**src/rtl/pid_da_pkg.sv**
```systemverilog
package pid_da_pkg;

  typedef enum logic [1:0] {ST_IDLE, ST_RUN, ST_UPD} seq_state_e;

  // real coefficient -> nearest fixed-point integer with frac fractional bits
  function automatic longint fix_round(input real x, input int unsigned frac);
    real scaled;
    scaled = x * (2.0 ** frac);
    if (scaled >= 0.0) return longint'($rtoi(scaled + 0.5));
    else               return -longint'($rtoi(0.5 - scaled));
  endfunction

endpackage

```
**src/rtl/pid_da_seq.sv**
```systemverilog
module pid_da_seq #(
  parameter int unsigned DATA_W = 8
) (
  input  logic clk_i,
  input  logic rst_ni,
  input  logic strobe_i,
  output logic load_o,
  output logic en_o,
  output logic last_o,
  output logic upd_o,
  output logic busy_o
);
  import pid_da_pkg::*;

  localparam int unsigned CNT_W = (DATA_W > 2) ? $clog2(DATA_W) : 1;

  seq_state_e       state_q;
  logic [CNT_W-1:0] cnt_q;

  assign load_o = (state_q == ST_IDLE) && strobe_i;
  assign en_o   = (state_q == ST_RUN);
  assign last_o = en_o && (cnt_q == CNT_W'(DATA_W - 1));
  assign upd_o  = (state_q == ST_UPD);
  assign busy_o = (state_q != ST_IDLE);

  always_ff @(posedge clk_i or negedge rst_ni) begin
    if (!rst_ni) begin
      state_q <= ST_IDLE;
      cnt_q   <= '0;
    end else begin
      unique case (state_q)
        ST_IDLE: if (strobe_i) begin
          state_q <= ST_RUN;
          cnt_q   <= '0;
        end
        ST_RUN: begin
          cnt_q <= cnt_q + 1'b1;
          if (last_o) state_q <= ST_UPD;
        end
        default: state_q <= ST_IDLE;
      endcase
    end
  end

endmodule

```
**src/rtl/pid_da_lane.sv**
```systemverilog
module pid_da_lane #(
  parameter int unsigned ADDR_W = 2,
  parameter int unsigned COEF_W = 16,
  parameter int unsigned DATA_W = 8,
  parameter int unsigned ACC_W  = COEF_W + DATA_W + 2,
  parameter logic signed [COEF_W-1:0] TAB [2**ADDR_W] = '{default: '0}
) (
  input  logic                     clk_i,
  input  logic                     rst_ni,
  input  logic                     clr_i,
  input  logic                     en_i,
  input  logic                     last_i,
  input  logic [ADDR_W-1:0]        addr_i,
  output logic signed [ACC_W-1:0]  acc_o
);

  logic signed [ACC_W-1:0] ent_ext, term, sum;

  // entry aligned above the operand width; right shifts bring it to weight 2^j
  assign ent_ext = ACC_W'(TAB[addr_i]);
  assign term    = ent_ext <<< DATA_W;
  assign sum     = last_i ? (acc_o - term) : (acc_o + term);

  always_ff @(posedge clk_i or negedge rst_ni) begin
    if (!rst_ni)    acc_o <= '0;
    else if (clr_i) acc_o <= '0;
    else if (en_i)  acc_o <= sum >>> 1;
  end

endmodule

```
**src/rtl/pid_da_top.sv**
```systemverilog
module pid_da_top #(
  parameter int unsigned DATA_W    = 8,
  parameter int unsigned OUT_W     = 10,
  parameter int unsigned FRAC_W    = 8,
  parameter int unsigned COEF_W    = 16,
  parameter real         K_GAIN    = 2.0,
  parameter real         SP_WEIGHT = 0.5,
  parameter real         T_SAMP    = 1.0,
  parameter real         T_INT     = 4.0,
  parameter real         T_DER     = 2.0,
  parameter real         N_FILT    = 2.0
) (
  input  logic                     clk_i,
  input  logic                     rst_ni,
  input  logic                     strobe_i,
  input  logic signed [DATA_W-1:0] setpoint_i,
  input  logic signed [DATA_W-1:0] meas_i,
  output logic signed [OUT_W-1:0]  ctrl_o,
  output logic                     valid_o
);
  import pid_da_pkg::*;

  localparam int unsigned ACC_W = COEF_W + DATA_W + 2;
  localparam int unsigned I_W   = ACC_W + 4;
  localparam int unsigned SUM_W = I_W + 2;
  localparam int unsigned N_OP  = 5;  // uc, y, uc_prev, y_prev, d_state

  localparam real    DEN  = T_DER + N_FILT * T_SAMP;
  localparam longint KB_F = fix_round(K_GAIN * SP_WEIGHT, FRAC_W);
  localparam longint KP_F = fix_round(K_GAIN, FRAC_W);
  localparam longint KI_F = fix_round(K_GAIN * T_SAMP / T_INT, FRAC_W);
  localparam longint A_F  = fix_round(T_DER / DEN, FRAC_W);
  localparam longint KD_F = fix_round(K_GAIN * T_DER * N_FILT / DEN, FRAC_W);

  // P address {uc,y}; I address {uc_prev,y_prev}; D address {d_state,y,y_prev}
  localparam logic signed [COEF_W-1:0] P_TAB [4] = '{
    COEF_W'(0), COEF_W'(-KP_F), COEF_W'(KB_F), COEF_W'(KB_F - KP_F)};
  localparam logic signed [COEF_W-1:0] I_TAB [4] = '{
    COEF_W'(0), COEF_W'(-KI_F), COEF_W'(KI_F), COEF_W'(0)};
  localparam logic signed [COEF_W-1:0] D_TAB [8] = '{
    COEF_W'(0), COEF_W'(KD_F), COEF_W'(-KD_F), COEF_W'(0),
    COEF_W'(A_F), COEF_W'(A_F + KD_F), COEF_W'(A_F - KD_F), COEF_W'(A_F)};

  localparam logic signed [SUM_W-1:0] OUT_MAX = SUM_W'((64'sd1 <<< (OUT_W - 1)) - 64'sd1);
  localparam logic signed [SUM_W-1:0] OUT_MIN = SUM_W'(-(64'sd1 <<< (OUT_W - 1)));
  localparam logic signed [ACC_W-1:0] DS_MAX  = ACC_W'((64'sd1 <<< (DATA_W - 1)) - 64'sd1);
  localparam logic signed [ACC_W-1:0] DS_MIN  = ACC_W'(-(64'sd1 <<< (DATA_W - 1)));

  logic load, en, last, upd, busy;

  logic signed [DATA_W-1:0] ucp_q, yp_q, ds_q, uc_cur_q, y_cur_q;
  logic signed [I_W-1:0]    i_q;
  logic [DATA_W-1:0]        op_ld [N_OP];
  logic [DATA_W-1:0]        op_sr [N_OP];
  logic signed [ACC_W-1:0]  acc_p, acc_i, acc_d;

  pid_da_seq #(.DATA_W(DATA_W)) u_seq (
    .clk_i(clk_i), .rst_ni(rst_ni), .strobe_i(strobe_i),
    .load_o(load), .en_o(en), .last_o(last), .upd_o(upd), .busy_o(busy)
  );

  always_comb begin
    op_ld[0] = setpoint_i;
    op_ld[1] = meas_i;
    op_ld[2] = ucp_q;
    op_ld[3] = yp_q;
    op_ld[4] = ds_q;
  end

  for (genvar g = 0; g < N_OP; g++) begin : g_op
    always_ff @(posedge clk_i or negedge rst_ni) begin
      if (!rst_ni)   op_sr[g] <= '0;
      else if (load) op_sr[g] <= op_ld[g];
      else if (en)   op_sr[g] <= op_sr[g] >> 1;
    end
  end

  pid_da_lane #(.ADDR_W(2), .COEF_W(COEF_W), .DATA_W(DATA_W), .ACC_W(ACC_W), .TAB(P_TAB)) u_lane_p (
    .clk_i(clk_i), .rst_ni(rst_ni), .clr_i(load), .en_i(en), .last_i(last),
    .addr_i({op_sr[0][0], op_sr[1][0]}), .acc_o(acc_p)
  );
  pid_da_lane #(.ADDR_W(2), .COEF_W(COEF_W), .DATA_W(DATA_W), .ACC_W(ACC_W), .TAB(I_TAB)) u_lane_i (
    .clk_i(clk_i), .rst_ni(rst_ni), .clr_i(load), .en_i(en), .last_i(last),
    .addr_i({op_sr[2][0], op_sr[3][0]}), .acc_o(acc_i)
  );
  pid_da_lane #(.ADDR_W(3), .COEF_W(COEF_W), .DATA_W(DATA_W), .ACC_W(ACC_W), .TAB(D_TAB)) u_lane_d (
    .clk_i(clk_i), .rst_ni(rst_ni), .clr_i(load), .en_i(en), .last_i(last),
    .addr_i({op_sr[4][0], op_sr[1][0], op_sr[3][0]}), .acc_o(acc_d)
  );

  logic signed [I_W-1:0]    i_next;
  logic signed [SUM_W-1:0]  total, total_sh, ctrl_sat;
  logic signed [ACC_W-1:0]  d_sh, ds_sat;

  always_comb begin
    i_next   = i_q + I_W'(acc_i);
    total    = SUM_W'(acc_p) + SUM_W'(i_next) + SUM_W'(acc_d);
    total_sh = total >>> FRAC_W;
    d_sh     = acc_d >>> FRAC_W;
    if (total_sh > OUT_MAX)      ctrl_sat = OUT_MAX;
    else if (total_sh < OUT_MIN) ctrl_sat = OUT_MIN;
    else                         ctrl_sat = total_sh;
    if (d_sh > DS_MAX)           ds_sat = DS_MAX;
    else if (d_sh < DS_MIN)      ds_sat = DS_MIN;
    else                         ds_sat = d_sh;
  end

  always_ff @(posedge clk_i or negedge rst_ni) begin
    if (!rst_ni) begin
      uc_cur_q <= '0;
      y_cur_q  <= '0;
      ucp_q    <= '0;
      yp_q     <= '0;
      ds_q     <= '0;
      i_q      <= '0;
      ctrl_o   <= '0;
      valid_o  <= 1'b0;
    end else begin
      valid_o <= upd;
      if (load) begin
        uc_cur_q <= setpoint_i;
        y_cur_q  <= meas_i;
      end
      if (upd) begin
        ucp_q  <= uc_cur_q;
        yp_q   <= y_cur_q;
        ds_q   <= DATA_W'(ds_sat);
        i_q    <= i_next;
        ctrl_o <= OUT_W'(ctrl_sat);
      end
    end
  end

endmodule

```
**config.mk**
```make
export PLATFORM = sky130hd
export DESIGN_NAME = pid_da_top
export DESIGN_NICKNAME = d
export VERILOG_FILES = /design/src/rtl/pid_da_pkg.sv /design/src/rtl/pid_da_seq.sv /design/src/rtl/pid_da_lane.sv /design/src/rtl/pid_da_top.sv
export SDC_FILE = /design/constraint.sdc
export NUM_CORES = 1
export LEC_CHECK = 0
export BUFFER_PORTS_ARGS = -buffer_cell sky130_fd_sc_hd__buf_4
export CAP_MARGIN = 30
export CORE_ASPECT_RATIO = 0.8
export CORE_MARGIN = 3
export CORE_UTILIZATION = 58
export DETAILED_ROUTE_END_ITERATION = 16
export PLACE_DENSITY = 0.78
export SLEW_MARGIN = 5
export SYNTH_ARGS = -nofsm -noshare
export SYNTH_HDL_FRONTEND = slang
export SYNTH_SLANG_ARGS = --single-unit
```
**constraint.sdc**
```tcl
create_clock -name clk_i -period 6.4 [get_ports clk_i]
set_input_delay 0.64 -clock clk_i [delete_from_list [all_inputs] [get_ports clk_i]]
set_output_delay 0.64 -clock clk_i [all_outputs]
set_load 0.03 [all_outputs]
```
== Word level (Yosys, flattened, before mapping) ==
Memories as Yosys holds them, arrays and structs flattened.
Cells that the tools add are included.
Cells by class
  $add $sub $neg: 10
  $lt $le $gt $ge: 7
  equal/unequal tests: 5
  muxes and demuxes: 36
  bitwise logic cells: 3
  reduce and logical (&&, ||, !) cells: 7
Operators with widths (number)
  $mux W26: 9
  $mux W16: 6
  $mux W8: 12
  $add A26 B24 Y26: 3
  $sub A26 B24 Y26: 3
  $bmux W16 S2: 2
  $add A31 B26 Y32: 1
  $add A26 B30 Y31: 1
  $add A30 B26 Y30: 1
  $gt A24 B10 Y1 const B: 1
  $lt A24 B10 Y1 const B: 1
  $mux W10: 2
  $gt A18 B8 Y1 const B: 1
  $lt A18 B8 Y1 const B: 1
  $ge A3 B3 Y1 const B: 2
  $not A2 Y3: 2
  $pmux W3 S2: 1
  $ge A4 B4 Y1 const B: 1
  $mux W2: 2
  $not A3 Y4: 1
  $pmux W2 S2: 1
  $reduce_and A2 Y1: 2
  $reduce_bool A2 Y1: 2
  $add A3 B1 Y3 const B: 1
  8 further kinds: 9
Storage, ports and cells
  bits in registers: 204
  ROM bits: 128
  bits of input ports: 19
  output and inout port bits: 11
  logic and storage cells: 87
  memories: 1
Memory list
  (name not given): depth 8, width 16, read ports 1, clocked after Yosys merged registers in 0, write ports 0, RTL line pid_da_lane.sv:20  | assign ent_ext = ACC_W'(TAB[addr_i]);

== Logic depth before layout (Yosys ltp) ==
Gate-level depths: netlist (run 1).
  word-level depth: 8
  gate-level depth with buffers: 25
  mapped depth without buffers: 25

== Cells and area by module ==
From an unflattened synthesis (run 1), not the netlist that was laid out.
Unflattened totals
  cells, all modules: 1433
  area, all modules: 13689.4 um^2
By module, submodules not included
  pid_da_top: instances 1, cells an instance 880, area an instance 8511.9 um^2
  pid_da_lane (u_lane_i): instances 1, cells an instance 189, area an instance 1696.6 um^2
  pid_da_lane (u_lane_p): instances 1, cells an instance 175, area an instance 1645.3 um^2
  pid_da_lane (u_lane_d): instances 1, cells an instance 168, area an instance 1581.5 um^2
  pid_da_seq: instances 1, cells an instance 21, area an instance 254.0 um^2

== Worst setup path before layout (run 1) ==
No wires, ideal clock.
  path kind: reg-to-reg
  start: register i_q[0]
  end: register ctrl_o[1]
  arrival: 6.149 ns
  required time: 6.274 ns
  path slack: 0.125 ns
  stages on the path, launching flop included: 26
  clock period less this slack: 6.275 ns
  path through: dfrtp_1 -> ha_1 -> fa_1 -> a21o_1 -> a21oi_1 -> o21bai_1 -> a41o_1 -> a21o_1 -> a2111oi_2 -> nor4_1 -> a2111oi_2 -> o21bai_1 -> xnor2_1 -> fa_1 -> inv_1 -> ha_1 -> a21oi_4 -> nand2_1 -> a2111o_1 -> a211oi_2 -> o31ai_1 -> a211oi_1 -> o221ai_2 -> nor4b_4 -> a31oi_4 -> o32a_1
On the way
  word-level cells in the longest chain between the ends: 6
  elaborated cells between the ends (all ways): 7
Ends and longest elaborated chain
  from (decl): RTL line pid_da_top.sv:52  | logic signed [I_W-1:0] i_q;
  from (signal assigned): RTL line pid_da_top.sv:128  | i_q <= i_next;
  $add A30 B26 Y30 *: RTL line pid_da_top.sv:96  | i_next = i_q + I_W'(acc_i);
  $add A26 B30 Y31 *: RTL line pid_da_top.sv:97  | total = SUM_W'(acc_p) + SUM_W'(i_next) + SUM_W'(acc_d);
  $add A31 B26 Y32 *: RTL line pid_da_top.sv:97
  $lt A24 B10 Y1: RTL line pid_da_top.sv:101  | else if (total_sh < OUT_MIN) ctrl_sat = OUT_MIN;
  $mux W10: RTL line pid_da_top.sv:101
  $mux W10 *: RTL line pid_da_top.sv:100  | if (total_sh > OUT_MAX) ctrl_sat = OUT_MAX;
  to (signal assigned): RTL line pid_da_top.sv:129  | ctrl_o <= OUT_W'(ctrl_sat);
  to (decl): RTL line pid_da_top.sv:18  | output logic signed [OUT_W-1:0] ctrl_o,
Mark *: on every way between the ends. The rest lies on a longest branch, timed or not.
A chain may end at the register's enable or synchronous reset.

== Final worst setup path (run 1) ==
  start: register u_lane_i.acc_o[6]
  end: register ctrl_o[1]
On the way
  word-level cells in the longest chain between the ends: 6
  elaborated cells between the ends (all ways): 7
Ends and longest elaborated chain
  from (decl): RTL line pid_da_lane.sv:14  | output logic signed [ACC_W-1:0] acc_o
  from (signal assigned): RTL line pid_da_lane.sv:27  | else if (en_i) acc_o <= sum >>> 1;
  $add A30 B26 Y30 *: RTL line pid_da_top.sv:96
  $add A26 B30 Y31 *: RTL line pid_da_top.sv:97
  $add A31 B26 Y32 *: RTL line pid_da_top.sv:97
  $lt A24 B10 Y1: RTL line pid_da_top.sv:101
  $mux W10: RTL line pid_da_top.sv:101
  $mux W10 *: RTL line pid_da_top.sv:100
Marks and branches as above.

==> flow_metrics.tcl, run 1 <==
set metrics [dict create \
    status "finished, final reports clean" \
    yosysTopAreaCell "dfrtp_1" \
    tightest_slew_ps 924.0 \
    htree_levels 1 \
    cts_buffer_depth 3 \
    synth_top_family_by_area "compound AO/OA/AOI/OAI gates" \
    nFillCells 1714 \
    wire_per_inst_um 17.15 \
    post_synth_mux_area_share_pct 2.120 \
    drt_iter0_markers 748 \
    syn_inst 1369 \
    clk_pin_slew_ps 70 \
    max_slew_margin_pct 36.63 \
    overflow 0 \
    cp.required_ps 6850 \
    crit_type "reg2reg" \
    hp-class "in2async" \
    vias_per_cell 5.947 \
    cts_tree "done" \
    antenna_found_initial 0 \
    synth-xor-area-share_pct 3.395 \
    cp.arrival_ps 6610 \
    slew_viol_final 0 \
    final-hold-violation-count 0 \
    die_w_um 172.5 \
    synthFlopType "dfrtp_1" \
    dp_hpwl_um 20070 \
    seq_area_um2 5030 \
    setup_violations 0 \
    syn_nets 1513 \
    finalCritPeriodShare_pct 96.19 \
    grt_pass1_wl_um 49400 \
    diodes 0 \
    synth_warnings 0 \
    synth_cell_types 85 \
    synth_edf_count 0 \
    synthArstFlopShare_pct 100.0 \
    io_buffer_count 29 \
    clk_latency_ps 520 \
    numClockSinks 201 \
    yosys.area_share.simple_pct 13.33 \
    place_congestion 0.9267 \
    die_area_um2 24010 \
    critPathLaunchType "flip-flop" \
    pin_count 30 \
    whs_ps 176.9 \
    synth_seq_area_share_pct 39.10 \
    maxCapViolations 0 \
    crit_fanout 6 \
    gr-usage-all-layers_pct 24.15 \
    synth-adder-area-share_pct 13.97 \
    nNetsFinal 1531 \
    synth_compound_area_share_pct 22.70 \
    cts_made_buffers 22 \
    core_area_um2 21680 \
    grt_start_max_net_pins 84 \
    rows 48 \
    synth_area_leaders "dfrtp_1 39%, ha_1 9.1%, nand2_1 5.5%, fa_1 4.8%, o21ai_0 4.7%" \
    fin_crit_ps 6156 \
    critPathCaptureType "flip-flop" \
    syn_avg_cell_area_um2 9.396 \
    r2r-start "u_lane_i.acc_o[6]" \
    fp.dieH_um 139.2 \
    ys_seq_elements 201 \
    route.detailed.drc 0 \
    synth_area_um2 12860 \
    cts_root_buf "clkbuf_16" \
    fmax_ghz 0.1624 \
    grt_pass1_vias 9997 \
    area_growth_pct 11.72 \
    start_util_pct 59.33 \
    dr.pass1.iters 5 \
    yosysTopAreaCellShare_pct 39.10 \
    ant_nets 0 \
    drt_wl_total_um 29210 \
    crit_start "u_lane_i.acc_o[6]" \
    skew_ps 14.02 \
    vias 10130 \
    drive_gt1_share_pct 11.90 \
    multi_input_area_um2 7248 \
]
Yosys cell counts, types with 10 or more instances:
master / count
or3_1: 10
nor2b_1: 35
a21o_1: 21
mux2_2: 18
o31ai_1: 20
a22oi_1: 35
nor3_1: 17
clkbuf_1: 55
ha_1: 94
nand3_1: 15
nor2_1: 46
nand2_1: 187
xnor2_1: 28
dfrtp_1: 201
fa_1: 31
o21a_1: 12
inv_1: 124
o21ai_0: 121
a22o_1: 29
a21oi_1: 84
xor2_1: 20
o21bai_1: 11
worst paths after layout:
kind                       slack, ps  depth (start not counted)     endpoint
max                              240                         22    ctrl_o[1]
min                              180                          1    ctrl_o[9]
max reg2reg                      240                         22    ctrl_o[1]
min reg2reg                      470                          2      yp_q[1]
max in group asynchronous       4920                          2  uc_cur_q[6]
min in group clk_i               360                          2    op_sr[31]
placed cells by master (no fill, tap or decap), drive strengths merged, types with 31 or more instances in the layout:
| cell | instances |
|---|---|
| nand2 | 187 |
| ha | 94 |
| o21ai | 121 |
| a22oi | 35 |
| fa | 31 |
| nor2b | 35 |
| buf | 53 |
| dfrtp | 201 |
| nor2 | 48 |
| inv | 124 |
| a21oi | 88 |
routing by layer:
layer	wire length [µm]	track usage, %	vias up	share of wire [%]
met4	559	5.162	0	1.9
met3	1460	3.777	41	5.0
met2	12850	37.03	275	44
met5	0	0	-	0
li1	-	-	4864	-
met1	14340	36.58	4947	49
state kept, by name, indices dropped and copies added (netlist names), 2 cells and up:
signal,cells
u_seq.cnt_q,3
y_cur_q,8
ds_q,8
ucp_q,8
yp_q,8
u_lane_p.acc_o,25
op_sr,40
u_lane_d.acc_o,25
i_q,30
u_seq.state_q,2
uc_cur_q,8
ctrl_o,10
u_lane_i.acc_o,25
worst max-delay path: stages, from the launching register on:
cell and delay, ps:
dfrtp_1 420, ha_1 370, a2111oi_0 470, o21ai_0 290
a41o_1 380, a31oi_1 300, o21bai_1 110, a21oi_1 220
o21ai_0 150, xnor2_1 180, fa_1 510, inv_1 50
ha_1 230, a21o_1 200, a21o_1 200, a21oi_2 250
mux2i_1 270, nor4b_1 300, o2111ai_1 230, nor4b_4 300
nand4_1 200, nor3b_1 280, o32a_1 190
stage by stage:
step	util [%]	instance area, µm²	setup slack, ps	std cells	setup TNS (ps)
5_1_grt	66.29	14370	-64.56	1703	-291.5
3_3_place_gp	61.78	13390	24.67	1656	0
4_1_cts	65.84	14270	47.06	1698	0
3_5_place_dp	61.85	13410	-135.8	1657	-1094
6_report	66.29	14370	243.7	1703	0
2_1_floorplan	-	12860	125.3	1369	0
layout make-up:
type,count,area share [%]
sequential,201,35.00
timing repair buffer,54,2.943
inverter,124,3.239
tap,300,2.612
clock inverter,12,1.506
multi-input combinational,984,50.44
clock buffer,28,4.266
timing repair:
item	4_1_cts	5_1_grt
setup buffers	1	5
hold buffers	0	0
endpoints found under the setup margin	9	9
gates resized for setup	4	15
pin swaps	2	16
cloned	0	0
hold endpoints to repair	0	0
logic make-up (layout without fill, tap and decap cells):
family,count (synthesis),count (layout)
buf+inv,184,218
compound gates,420,420
xor+xnor,49,49
fa+ha+maj,125,125
mux,25,25
flops,201,201
simple gates,365,365
Power of run 1 is not shown: default switching activity piles up to over one toggle a cycle in this logic, so the estimate is an artifact.
==> inputs of run 2 (changes only) <==
Settings changed: ABC_AREA set to 1.
==> run 2 against run 1 <==
- global-route usage is 2.6 points higher
- design area is 1.5% higher
- cell count is 24% higher
- utilization is 0.085 points lower
- register-to-register slack better by 860 ps
- sequential cell count stayed put
- routed wire length is 11% higher
- synthesized area is 3.3% higher
- die area is 3.2% higher
- maximum frequency is 16% higher
- hold slack better by 180 ps
- worst setup slack better by 860 ps
==> flow_metrics.tcl, run 2 <==
set metrics [dict create \
    status "finished, final reports clean" \
    cpPeakStageDelay_ps 470 \
    io_buffer_count 29 \
    crit_top_cell "nand2_1" \
    whs_path_depth 3 \
    setup_tns_ps 0 \
    synth_edf_count 0 \
    synth_area_leaders "dfrtp_1 38%, nand2_1 15%, inv_1 9.8%, ha_1 8.8%, fa_1 4.7%" \
    htree_levels 1 \
    core_area_um2 22040 \
    synthFlopType "dfrtp_1" \
    syn_inst 1767 \
    drive_gt1_share_pct 6.319 \
    grt_pass1_vias 10940 \
    wire_per_inst_um 15.44 \
    cts_setup_buffers 0 \
    crit_fanout 9 \
    drt_iter0_markers 1023 \
    place_congestion 0.9938 \
    synth_common_cells "541 x nand2_1, 346 x inv_1, 201 x dfrtp_1" \
    cp_slowest_cell "fa_1" \
    drt_wl_total_um 32490 \
    final_core_util_pct 66.20 \
    diodes 0 \
    yosysTopAreaCellShare_pct 37.84 \
    largest_reg_flops 40 \
    hp-class "in2reg" \
    overflow 0 \
    antenna_found_initial 0 \
    cp.arrival_ps 5680 \
    start_util_pct 60.30 \
    synth_area_um2 13290 \
    fin_crit_ps 5298 \
    skew_ps 12.17 \
    rsz0062_at_grt "no" \
    die_w_um 175.3 \
    final_common_cell "nand2_1" \
    yosysTopAreaCell "dfrtp_1" \
    layout.cells.non_filler 2104 \
    r2r_end "ctrl_o[6]" \
    syn_nets 1911 \
    synth_most_common_cell "nand2_1" \
    r2r-start "i_q[0]" \
    tightest_slew_ps 997.8 \
    fp.dieH_um 141.4 \
    grt_pass1_wl_um 54780 \
    grt_start_max_net_pins 117 \
    syn_avg_cell_area_um2 7.522 \
    maxCapViolations 0 \
    rrSetupSlack_ps 1100 \
    worstRegToRegCells 33 \
    dr.pass1.iters 5 \
    post-place-cells 2065 \
    synth_cell_types 47 \
    cts_buffer_depth 3 \
    clk_pin_slew_ps 60 \
    setup_violations 0 \
    cp.required_ps 6790 \
    area_growth_pct 9.781 \
    finalCritPeriodShare_pct 82.78 \
    slew_viol_final 0 \
    nFillCells 1851 \
    gr-usage-all-layers_pct 26.76 \
    hold_start "setpoint_i[6]" \
    route.detailed.drc 0 \
    clk_latency_ps 510 \
    dp_hpwl_um 24120 \
    critPathCaptureType "flip-flop" \
    vias_per_cell 5.422 \
    crit_type "reg2reg" \
    cts_tree "done" \
    nNetsFinal 1937 \
    synth_warnings 0 \
    cts_made_buffers 22 \
    cts_root_buf "clkbuf_16" \
    largest-register "op_sr" \
    min_to "uc_cur_q[6]" \
    numClockSinks 201 \
    final-hold-violation-count 0 \
    die_area_um2 24780 \
    vias 11410 \
    synth_seq_area_share_pct 37.84 \
    fmax_ghz 0.1887 \
    synthArstFlopShare_pct 100.0 \
    ant_nets 0 \
    pin_count 30 \
    whs_ps 361.0 \
    critPathLaunchType "flip-flop" \
    top_regs "op_sr x40, i_q x30" \
    layout_common_cells "541 x nand2_1, 346 x inv_1, 201 x dfrtp_1" \
    ys_seq_elements 201 \
    rows 48 \
    max_slew_margin_pct 32.60 \
]
## run 2: per-stage QoR
stage	setup WS [ps]	area [µm²]
2_1_floorplan	2108	13290
3_3_place_gp	1337	13800
3_5_place_dp	1274	13800
4_1_cts	1217	14520
5_1_grt	670.5	14590
6_report	1102	14590
## run 2: layout make-up
| type | instances | area (µm²) | share of cell area [%] |
|---|---|---|---|
| Clock buffer | 29 | 628.1 | 4.305 |
| Clock inverter | 6 | 88.84 | 0.6088 |
| Inverter | 355 | 1333 | 9.132 |
| Multi-Input combinational cell | 1171 | 6775 | 46.43 |
| Sequential cell | 201 | 5030 | 34.47 |
| Tap cell | 300 | 375.4 | 2.572 |
| Timing Repair Buffer | 42 | 361.6 | 2.478 |
## run 2: worst max path at each step
stage	depth (start not counted)	start	endpoint
2_1_floorplan	33	i_q[0]	ctrl_o[0]
3_3_place_gp	32	i_q[0]	ctrl_o[8]
3_5_place_dp	33	i_q[0]	ctrl_o[8]
4_1_cts	33	i_q[0]	ctrl_o[6]
5_1_grt	33	i_q[0]	ctrl_o[6]
6_report	33	i_q[0]	ctrl_o[6]
## run 2: metal layers
metal / vias to the layer above / routed length, µm / GRT usage, %
met5: - / 0 / 0
met4: 0 / 839 / 6.672
met3: 61 / 1938 / 3.558
met2: 332 / 13920 / 41.01
met1: 5379 / 15790 / 40.53
li1: 5635 / - / -
## run 2: cell families after synthesis
kind of cell	count (synthesis)	synth area share (%)
AO/OA/AOI/OAI	274	12.44
AND/OR/NAND/NOR	734	22.44
flip-flops	201	37.84
adder cells (fa/ha/maj)	125	13.52
buffers and inverters	395	11.24
XOR/XNOR	36	2.372
multiplexers	2	0.1506
## run 2: critical path, delay by kind of cell (launching register included)
family	cells	cell delay, ps
and+or+nand+nor	26	2690
DFF	1	390
AOI/OAI and AO/OA	2	540
buffers and inverters	1	40
adders and majority gates	4	1500
## run 2: what timing repair did
action,in CTS,in global routing
gates resized for setup,0,0
hold buffers,0,1
hold endpoints to repair,0,4
Power of run 2 is left out for the same reason.
